## src/rtl/busdiv_pkg.sv

```systemverilog
`timescale 1ns/1ps
// Shared types for the bus clock enable divider.
// Assumes: the mode bit sits directly above the divide value in the setting word.
package busdiv_pkg;
    typedef enum logic {
        BD_INTEGER  = 1'b0,
        BD_FRACTION = 1'b1
    } bd_mode_e;
endpackage

```

## src/rtl/busdiv_setting.sv

```systemverilog
`timescale 1ns/1ps
// Holds the pending and the active divider setting and reports busy.
// Assumes: boundary is high in the last cycle of the current output period.
// A zero divide value is stored as 1. A write is never applied at its own capture edge.
module busdiv_setting
    import busdiv_pkg::*;
#(
    parameter int DIV_W = 5
) (
    input  logic             clk,
    input  logic             rst_n,
    input  logic             wr_en,
    input  logic [DIV_W-1:0] wr_val,
    input  logic             wr_frac,
    input  logic             boundary,
    output logic [DIV_W-1:0] act_val,
    output bd_mode_e         act_mode,
    output logic             load,
    output logic             busy
);
    localparam logic [DIV_W-1:0] ONE = DIV_W'(1);

    logic [DIV_W-1:0] pend_val;
    bd_mode_e         pend_mode;
    logic             pend_vld;

    assign load = boundary && pend_vld;
    assign busy = pend_vld;

    // Capture writes into the pending slot and move the pending setting to active at a boundary.
    always_ff @(posedge clk) begin
        if (!rst_n) begin
            pend_val  <= ONE;
            pend_mode <= BD_INTEGER;
            pend_vld  <= 1'b0;
            act_val   <= ONE;
            act_mode  <= BD_INTEGER;
        end else begin
            if (load) begin
                act_val  <= pend_val;
                act_mode <= pend_mode;
            end
            if (wr_en) begin
                pend_val  <= (wr_val == '0) ? ONE : wr_val;
                pend_mode <= wr_frac ? BD_FRACTION : BD_INTEGER;
                pend_vld  <= 1'b1;
            end else if (load) begin
                pend_vld  <= 1'b0;
            end
        end
    end

    p_write_sets_busy_r5: assert property (@(posedge clk) disable iff (!rst_n)
        wr_en |=> busy);
    p_busy_waits_boundary_r6: assert property (@(posedge clk) disable iff (!rst_n)
        (busy && !boundary) |=> busy);
    p_active_held_while_busy_r8: assert property (@(posedge clk) disable iff (!rst_n)
        !load |=> ($stable(act_val) && $stable(act_mode)));
endmodule

```

## src/rtl/busdiv_intcnt.sv

```systemverilog
`timescale 1ns/1ps
// Integer-mode period counter. It fires once every div_val root cycles.
// Assumes: div_val is never zero and changes only together with load.
module busdiv_intcnt #(
    parameter int DIV_W = 5
) (
    input  logic             clk,
    input  logic             rst_n,
    input  logic             load,
    input  logic [DIV_W-1:0] div_val,
    output logic             tick
);
    logic [DIV_W-1:0] cnt;

    assign tick = (cnt == div_val - DIV_W'(1));

    // Count up to div_val-1 and wrap. Restart on reset or when a new setting loads.
    always_ff @(posedge clk) begin
        if (!rst_n || load) begin
            cnt <= '0;
        end else if (tick) begin
            cnt <= '0;
        end else begin
            cnt <= cnt + DIV_W'(1);
        end
    end

    p_cnt_below_div_r2: assert property (@(posedge clk) disable iff (!rst_n)
        cnt < div_val);
endmodule

```

## src/rtl/busdiv_fracacc.sv

```systemverilog
`timescale 1ns/1ps
// Fractional-mode rate accumulator. It adds div_val every cycle and fires on each carry.
// A frame counter marks the end of every 2**DIV_W cycle window.
// Assumes: div_val changes only together with load.
module busdiv_fracacc #(
    parameter int DIV_W = 5
) (
    input  logic             clk,
    input  logic             rst_n,
    input  logic             load,
    input  logic [DIV_W-1:0] div_val,
    output logic             tick,
    output logic             frame_end
);
    logic [DIV_W-1:0] acc;
    logic [DIV_W-1:0] frame;
    logic [DIV_W:0]   sum;

    assign sum       = {1'b0, acc} + {1'b0, div_val};
    assign tick      = sum[DIV_W];
    assign frame_end = &frame;

    // Advance the accumulator and the frame position. Restart both when a new setting loads.
    always_ff @(posedge clk) begin
        if (!rst_n || load) begin
            acc   <= '0;
            frame <= '0;
        end else begin
            acc   <= sum[DIV_W-1:0];
            frame <= frame + DIV_W'(1);
        end
    end

    p_frame_closes_empty_r3: assert property (@(posedge clk) disable iff (!rst_n)
        frame_end |=> (acc == '0));
endmodule

```

## src/rtl/busclk_div_gen.sv

```systemverilog
`timescale 1ns/1ps
// Bus clock enable divider with integer and N/2**DIV_W fractional modes.
// Assumes: clk is the CPU core clock. The setting word is {mode, value}.
// The enable is combinational from registered state, so it has no input-to-output path.
module busclk_div_gen
    import busdiv_pkg::*;
#(
    parameter int DIV_W = 5,
    localparam int CFG_W = DIV_W + 1
) (
    input  logic             clk,
    input  logic             rst_n,
    input  logic             cfg_we,
    input  logic [CFG_W-1:0] cfg_wdata,
    output logic             bus_tick,
    output logic             busy
);
    logic [DIV_W-1:0] act_val;
    bd_mode_e         act_mode;
    logic             load;
    logic             boundary;
    logic             int_tick;
    logic             frac_tick;
    logic             frac_end;

    busdiv_setting #(.DIV_W(DIV_W)) u_setting (
        .clk      (clk),
        .rst_n    (rst_n),
        .wr_en    (cfg_we),
        .wr_val   (cfg_wdata[DIV_W-1:0]),
        .wr_frac  (cfg_wdata[DIV_W]),
        .boundary (boundary),
        .act_val  (act_val),
        .act_mode (act_mode),
        .load     (load),
        .busy     (busy)
    );

    busdiv_intcnt #(.DIV_W(DIV_W)) u_intcnt (
        .clk     (clk),
        .rst_n   (rst_n),
        .load    (load),
        .div_val (act_val),
        .tick    (int_tick)
    );

    busdiv_fracacc #(.DIV_W(DIV_W)) u_fracacc (
        .clk       (clk),
        .rst_n     (rst_n),
        .load      (load),
        .div_val   (act_val),
        .tick      (frac_tick),
        .frame_end (frac_end)
    );

    // Select the enable and the period boundary that belong to the active mode.
    always_comb begin
        if (act_mode == BD_FRACTION) begin
            bus_tick = frac_tick;
            boundary = frac_end;
        end else begin
            bus_tick = int_tick;
            boundary = int_tick;
        end
    end

    p_busy_falls_at_boundary_r6: assert property (@(posedge clk) disable iff (!rst_n)
        $fell(busy) |-> $past(boundary));
    p_int_tick_spaced_r2: assert property (@(posedge clk) disable iff (!rst_n)
        (act_mode == BD_INTEGER && bus_tick && !load && act_val > DIV_W'(1)) |=> !bus_tick);
endmodule

```

## config.mk

```make
export PLATFORM = sky130hd
export DESIGN_NAME = busclk_div_gen
export DESIGN_NICKNAME = d
export VERILOG_FILES = /design/src/rtl/busdiv_pkg.sv /design/src/rtl/busdiv_setting.sv /design/src/rtl/busdiv_intcnt.sv /design/src/rtl/busdiv_fracacc.sv /design/src/rtl/busclk_div_gen.sv
export SDC_FILE = /design/constraint.sdc
export NUM_CORES = 1
export LEC_CHECK = 0
export BUFFER_PORTS_ARGS = -buffer_cell sky130_fd_sc_hd__buf_2
export CAP_MARGIN = 20
export CORE_MARGIN = 4
export CORE_UTILIZATION = 50
export DETAILED_ROUTE_END_ITERATION = 16
export PLACE_DENSITY = 0.67
export SLEW_MARGIN = 0
export SYNTH_ARGS = -nofsm -noshare
export SYNTH_HDL_FRONTEND = slang
export SYNTH_SLANG_ARGS = --single-unit
```

## constraint.sdc

```tcl
create_clock -name clk -period 2.1 [get_ports clk]
set_input_delay 0.315 -clock clk [delete_from_list [all_inputs] [get_ports clk]]
set_output_delay 0.315 -clock clk [all_outputs]
set_load 0.02 [all_outputs]
```

# Yosys cells after proc, flatten, opt, wreduce, memory -nomap -nowiden

Cells that the tools add are included.

Equal/unequal tests: 1
Div/mod/pow operators: 0
$lt $le $gt $ge: 0
Reduce and logical (&&, ||, !) cells: 7
Mux-type cells: 6
Bitwise gates (word level): 0
$mul: 0
Shifts and indexed selects: 0
Add/sub/neg operators: 4

Operators with widths:

| cell                                                               | number |
|---|---|
| 5-bit by 1-bit adder with 5-bit output, second input constant      | 2 |
| 5-bit by 5-bit adder with 6-bit output                             | 1 |
| 5-bit equality test                                                | 1 |
| 5-bit logical NOT                                                  | 1 |
| 1-bit 2-to-1 mux                                                   | 5 |
| 5-bit 2-to-1 mux                                                   | 1 |
| 5-bit AND reduction                                                | 1 |
| 5-bit by 1-bit subtractor with 5-bit output, second input constant | 1 |
| 2-bit nonzero test                                                 | 1 |
| 2-bit OR reduction                                                 | 1 |
| 1-bit logical AND                                                  | 1 |
| 1-bit logical NOT                                                  | 1 |
| 1-bit logical OR                                                   | 1 |

Memory bits (read-only): 0
Output and inout port bits: 2
Register bits: 28
Latch bits: 0
Bits in writable memories: 0
Memories: 0

# Longest topological paths before layout

Depth in word-level cells: 6
Gate-level depth with buffers: 8
Gate-level depth less buffers: 8

# Cells and area by module

Synthesis repeated with hierarchy kept, for this count alone.

Cell total of the unflattened synthesis: 138
Area, all modules: 1378.8 um^2

By module, submodules not included:

| module         | times used | cells each | area an instance (um^2) |
|---|---|---|---|
| busdiv_setting | 1          | 52         | 546.8 |
| busdiv_fracacc | 1          | 46         | 483.0 |
| busdiv_intcnt  | 1          | 38         | 326.6 |
| busclk_div_gen | 1          | 2          | 22.5 |

# Least setup slack after synthesis

OpenSTA, ideal clock, no wires.

Kind: reg2out
Start: register u_setting.act_val[0]
End: output port bus_tick
Data arrival time: 1.725 ns
Buffers on the path: 0
Setup slack: 0.060 ns
Data required time: 1.785 ns
Cell stages (with the launch flop): 8
Cell sequence: dfxtp_1 inv_1 ha_1 o21ba_1 a22oi_1 o211a_1 nor2_1 a31oi_1

Longest elaborated chain between the ends: 3
Elaborated cells on any way between the ends: 4
Those cells by class: 2 x add/sub; 1 x eq/ne; 1 x mux

RTL lines:

| element                                     | RTL line             | text |
|---|---|---|
| from (decl)                                 | busdiv_setting.sv:16 | `output logic [DIV_W-1:0] act_val,` |
| from (signal assigned)                      | busdiv_setting.sv:40 | `act_val <= pend_val;` |
| 5-bit by 1-bit subtractor with 5-bit output | busdiv_intcnt.sv:15  | `assign tick = (cnt == div_val - DIV_W'(1));` |
| 5-bit equality test                         | busdiv_intcnt.sv:15  |  |
| 1-bit 2-to-1 mux *                          | busclk_div_gen.sv:58 | `if (act_mode == BD_FRACTION) begin` |
| to (decl)                                   | busclk_div_gen.sv:15 | `output logic bus_tick,` |

Every way passes the cells marked *; elsewhere a longest branch is shown, timed or not.

# Worst setup path after layout

Start: register u_setting.act_val[1]
End: output port bus_tick

Same word-level chain as after synthesis.

==> out/metrics.yaml <==
floorplan:
  initial_core_util_pct: 53.12
  io_pins: 11
  fp.dieH_um: 59.77
  die-area_mm2: 0.003572
  die_w_um: 59.77
  num_rows: 18
  coreArea_mm2: 0.002522
finish:
  stdcell_area_mm2: 0.001585
  multi_input_area_um2: 739.5
  regArea_um2: 565.5
  drive_above_1_share_pct: 20.96
  syn_to_final_growth_pct: 18.30
  layout.nets: 187
  n_antenna_cell: 0
  fin_util_pct: 62.85
  final.fill_count: 235
yosys:
  synth_edf_count: 0
  syn_nets: 165
  yosys.area.top_type: "dfxtp_1"
  netlist_area_mm2: 0.001340
  synth.distinct_cells: 32
  synthArstFlopShare_pct: 0
  ys_seq_elements: 28
  synth_common_cells: "28 x dfxtp_1, 22 x nor2_1, 13 x inv_1"
  avgSynthCellArea_um2: 9.178
  yosysSeqAreaShare_pct: 41.83
  synth_cells: 146
  yosys-top-cells-area: "dfxtp_1 42%, ha_1 8.4%, nor2_1 6.2%"
  synth.most_common_cell: "dfxtp_1"
  synth_top_area_share_pct: 41.83
  synth_top_flop_cell: "dfxtp_1"
  synth.yosys.warnings: 0
worst_setup_path:
  end_kind: "output pin"
  reg2reg_setup_slack_ns: 0.17
  startpoint_type: "flop"
  path_class: "flop to output pin"
  cp_data_required_time_ns: 1.78
  r2r-end: "u_setting.act_val[0]"
  worstPathMaxFanout: 4
  r2r_start: "u_setting.act_val[1]"
  crit_arrival_ns: 1.89
  ff2ff_path_depth: 8
power:
  ir_drop_mv: 0.7147
  fin_total_pwr_w: 0.001754
  leakagePower_nw: 0.7079
  power_density_mw_per_mm2: 1107
min_path:
  hold_start: "rst_n"
  hold_depth: 2
  whs_endpoint: "u_setting.pend_val[0]"
  hp-class: "input port to flop"
sta:
  skew_ns: 0.006283
  hold_violations: 0
  final_min_period_over_clock_period_pct: 105.0
  worst_pin_slew_ns: 0.3712
  fmax_mhz: 453.7
  hold_slack_ns: 0.1982
  drv_slew: 0
  setup_viol: 1
  finalSetupTns_ns: -0.1040
  rsz0062_at_grt: "true"
  timing.slew.headroom_pct: 74.94
  period_needed_ns: 2.204
  fin_ws_ns: -0.1040
route:
  avgRoutedWirePerCell_um: 12.25
  ant_nets: 0
  drt-total-wl_um: 2413
  dr.pass1.iters: 4
  drt_first_iter_violations: 26
  viasPerCell: 5.244
  vias: 1033
  drc: 0
clock_tree:
  clockRootBuffer: "clkbuf_4"
  cts_buffer_depth: 2
  insertion_delay_ns: 0.33
  clk_pin_slew_ns: 0.15
  numCtsBuffers: 3
  numClockSinks: 28
  cts_max_level: 1
  cts_tree: "built"
  ctsHoldBuffers: 0
status:
  outcome: "complete, but fails checks"
  violations: "setup timing"
grt:
  grt_overflow: 0
  grtUsageMet2_pct: 27.47
  grt_max_degree: 17
  gr-max-usage-layer: "met2"
  use_met3_pct: 1.944
  use_met1_pct: 19.26
  grt_pass1_wl_um: 4291
  grt_pass1_vias: 1024
  grt_antenna_before_repair: 0
  grt_usage_pct: 15.61
placed_design:
  portBuffers: 10
  dpl-instance-area_mm2: 0.001424
  dpl.hpwl_um: 1836
  gp_congestion: 0.8184
flow_run:
  maxCapViolCount: 0
==> cells by family (layout without fill, tap and decap cells) <==
logic type,count (synthesis),after routing,share of synthesized area [%]
AO/OA/AOI/OAI,28,28,14.19
XOR/XNOR,13,13,8.497
adder cells (fa/ha/maj),10,10,9.898
buffers and inverters,17,38,5.603
flip-flops,28,28,41.83
multiplexers,5,5,3.735
AND/OR/NAND/NOR,45,45,16.25
==> worst max path at each step <==
stage,from,endpoint
after global placement,u_setting.act_val[1],bus_tick
final,u_setting.act_val[1],bus_tick
after global routing,u_setting.act_val[1],bus_tick
after CTS,u_setting.act_val[1],bus_tick
after floorplan,u_setting.act_val[0],bus_tick
after detailed placement,u_setting.act_val[1],bus_tick
==> report_power, final <==
part	switching [W]	internal [W]	total (W)
Sequential	0.0000805	0.000626	0.000706
Clock	0.000158	0.000193	0.000351
Combinational	0.000347	0.000350	0.000697
==> area by class of cell <==
type	instances	area share (%)
multi-input combinational	101	46.65
clock buffer	3	1.421
clock inverter	1	1.894
tap	30	2.368
timing repair buffer	21	8.761
sequential	28	35.67
inverter	13	3.236
==> cells in the final DEF, fill, tap and decap left out, drive strengths merged, types with 2 or more instances in the layout <==
master	n
dfxtp	28
nor2	22
buf	21
inv	13
nand3	10
ha	9
xor2	8
a21oi	8
o21ai	8
xnor2	5
mux2i	5
nor2b	3
nand2	3
clkbuf	3
and3	2
a21o	2
o211a	2
nor3	2
==> repair_timing <==
item,4_1_cts,5_1_grt
setup buffers,6,2
gates resized for setup,9,4
endpoints found under the setup margin,1,1
pin swaps,2,4
==> layer usage <==
metal	part of all wire (%)	vias up
li1	-	536
met1	47	485
met2	49	8
met3	2.3	4
met4	1.5	0
met5	0	-
==> critical path, stage by stage (launching register included) <==
cell     delay, ns
dfxtp_4       0.41
inv_4         0.04
ha_4          0.25
xor2_1        0.15
o211a_1       0.19
o211a_1       0.18
nor2_1        0.04
a31oi_1       0.14
buf_4         0.16
==> flip-flops by register name, indices dropped and copies added (netlist names) <==
| register | flops |
|---|---|
| u_setting.pend_val | 5 |
| u_setting.act_val | 5 |
| u_setting.act_mode | 1 |
| u_fracacc.acc | 5 |
| u_fracacc.frame | 5 |
| u_intcnt.cnt | 5 |
| u_setting.pend_mode | 1 |
| u_setting.busy | 1 |
==> metrics by stage <==
step / cells / setup WS (ns)
after detailed placement: 185 / 0.09531
after global routing: 197 / -0.2161
after global placement: 185 / 0.1608
final: 197 / -0.1040
after floorplan: 146 / 0.06000
after CTS: 195 / -0.1069
No activity file was read; power rests on OpenSTA's default activity.
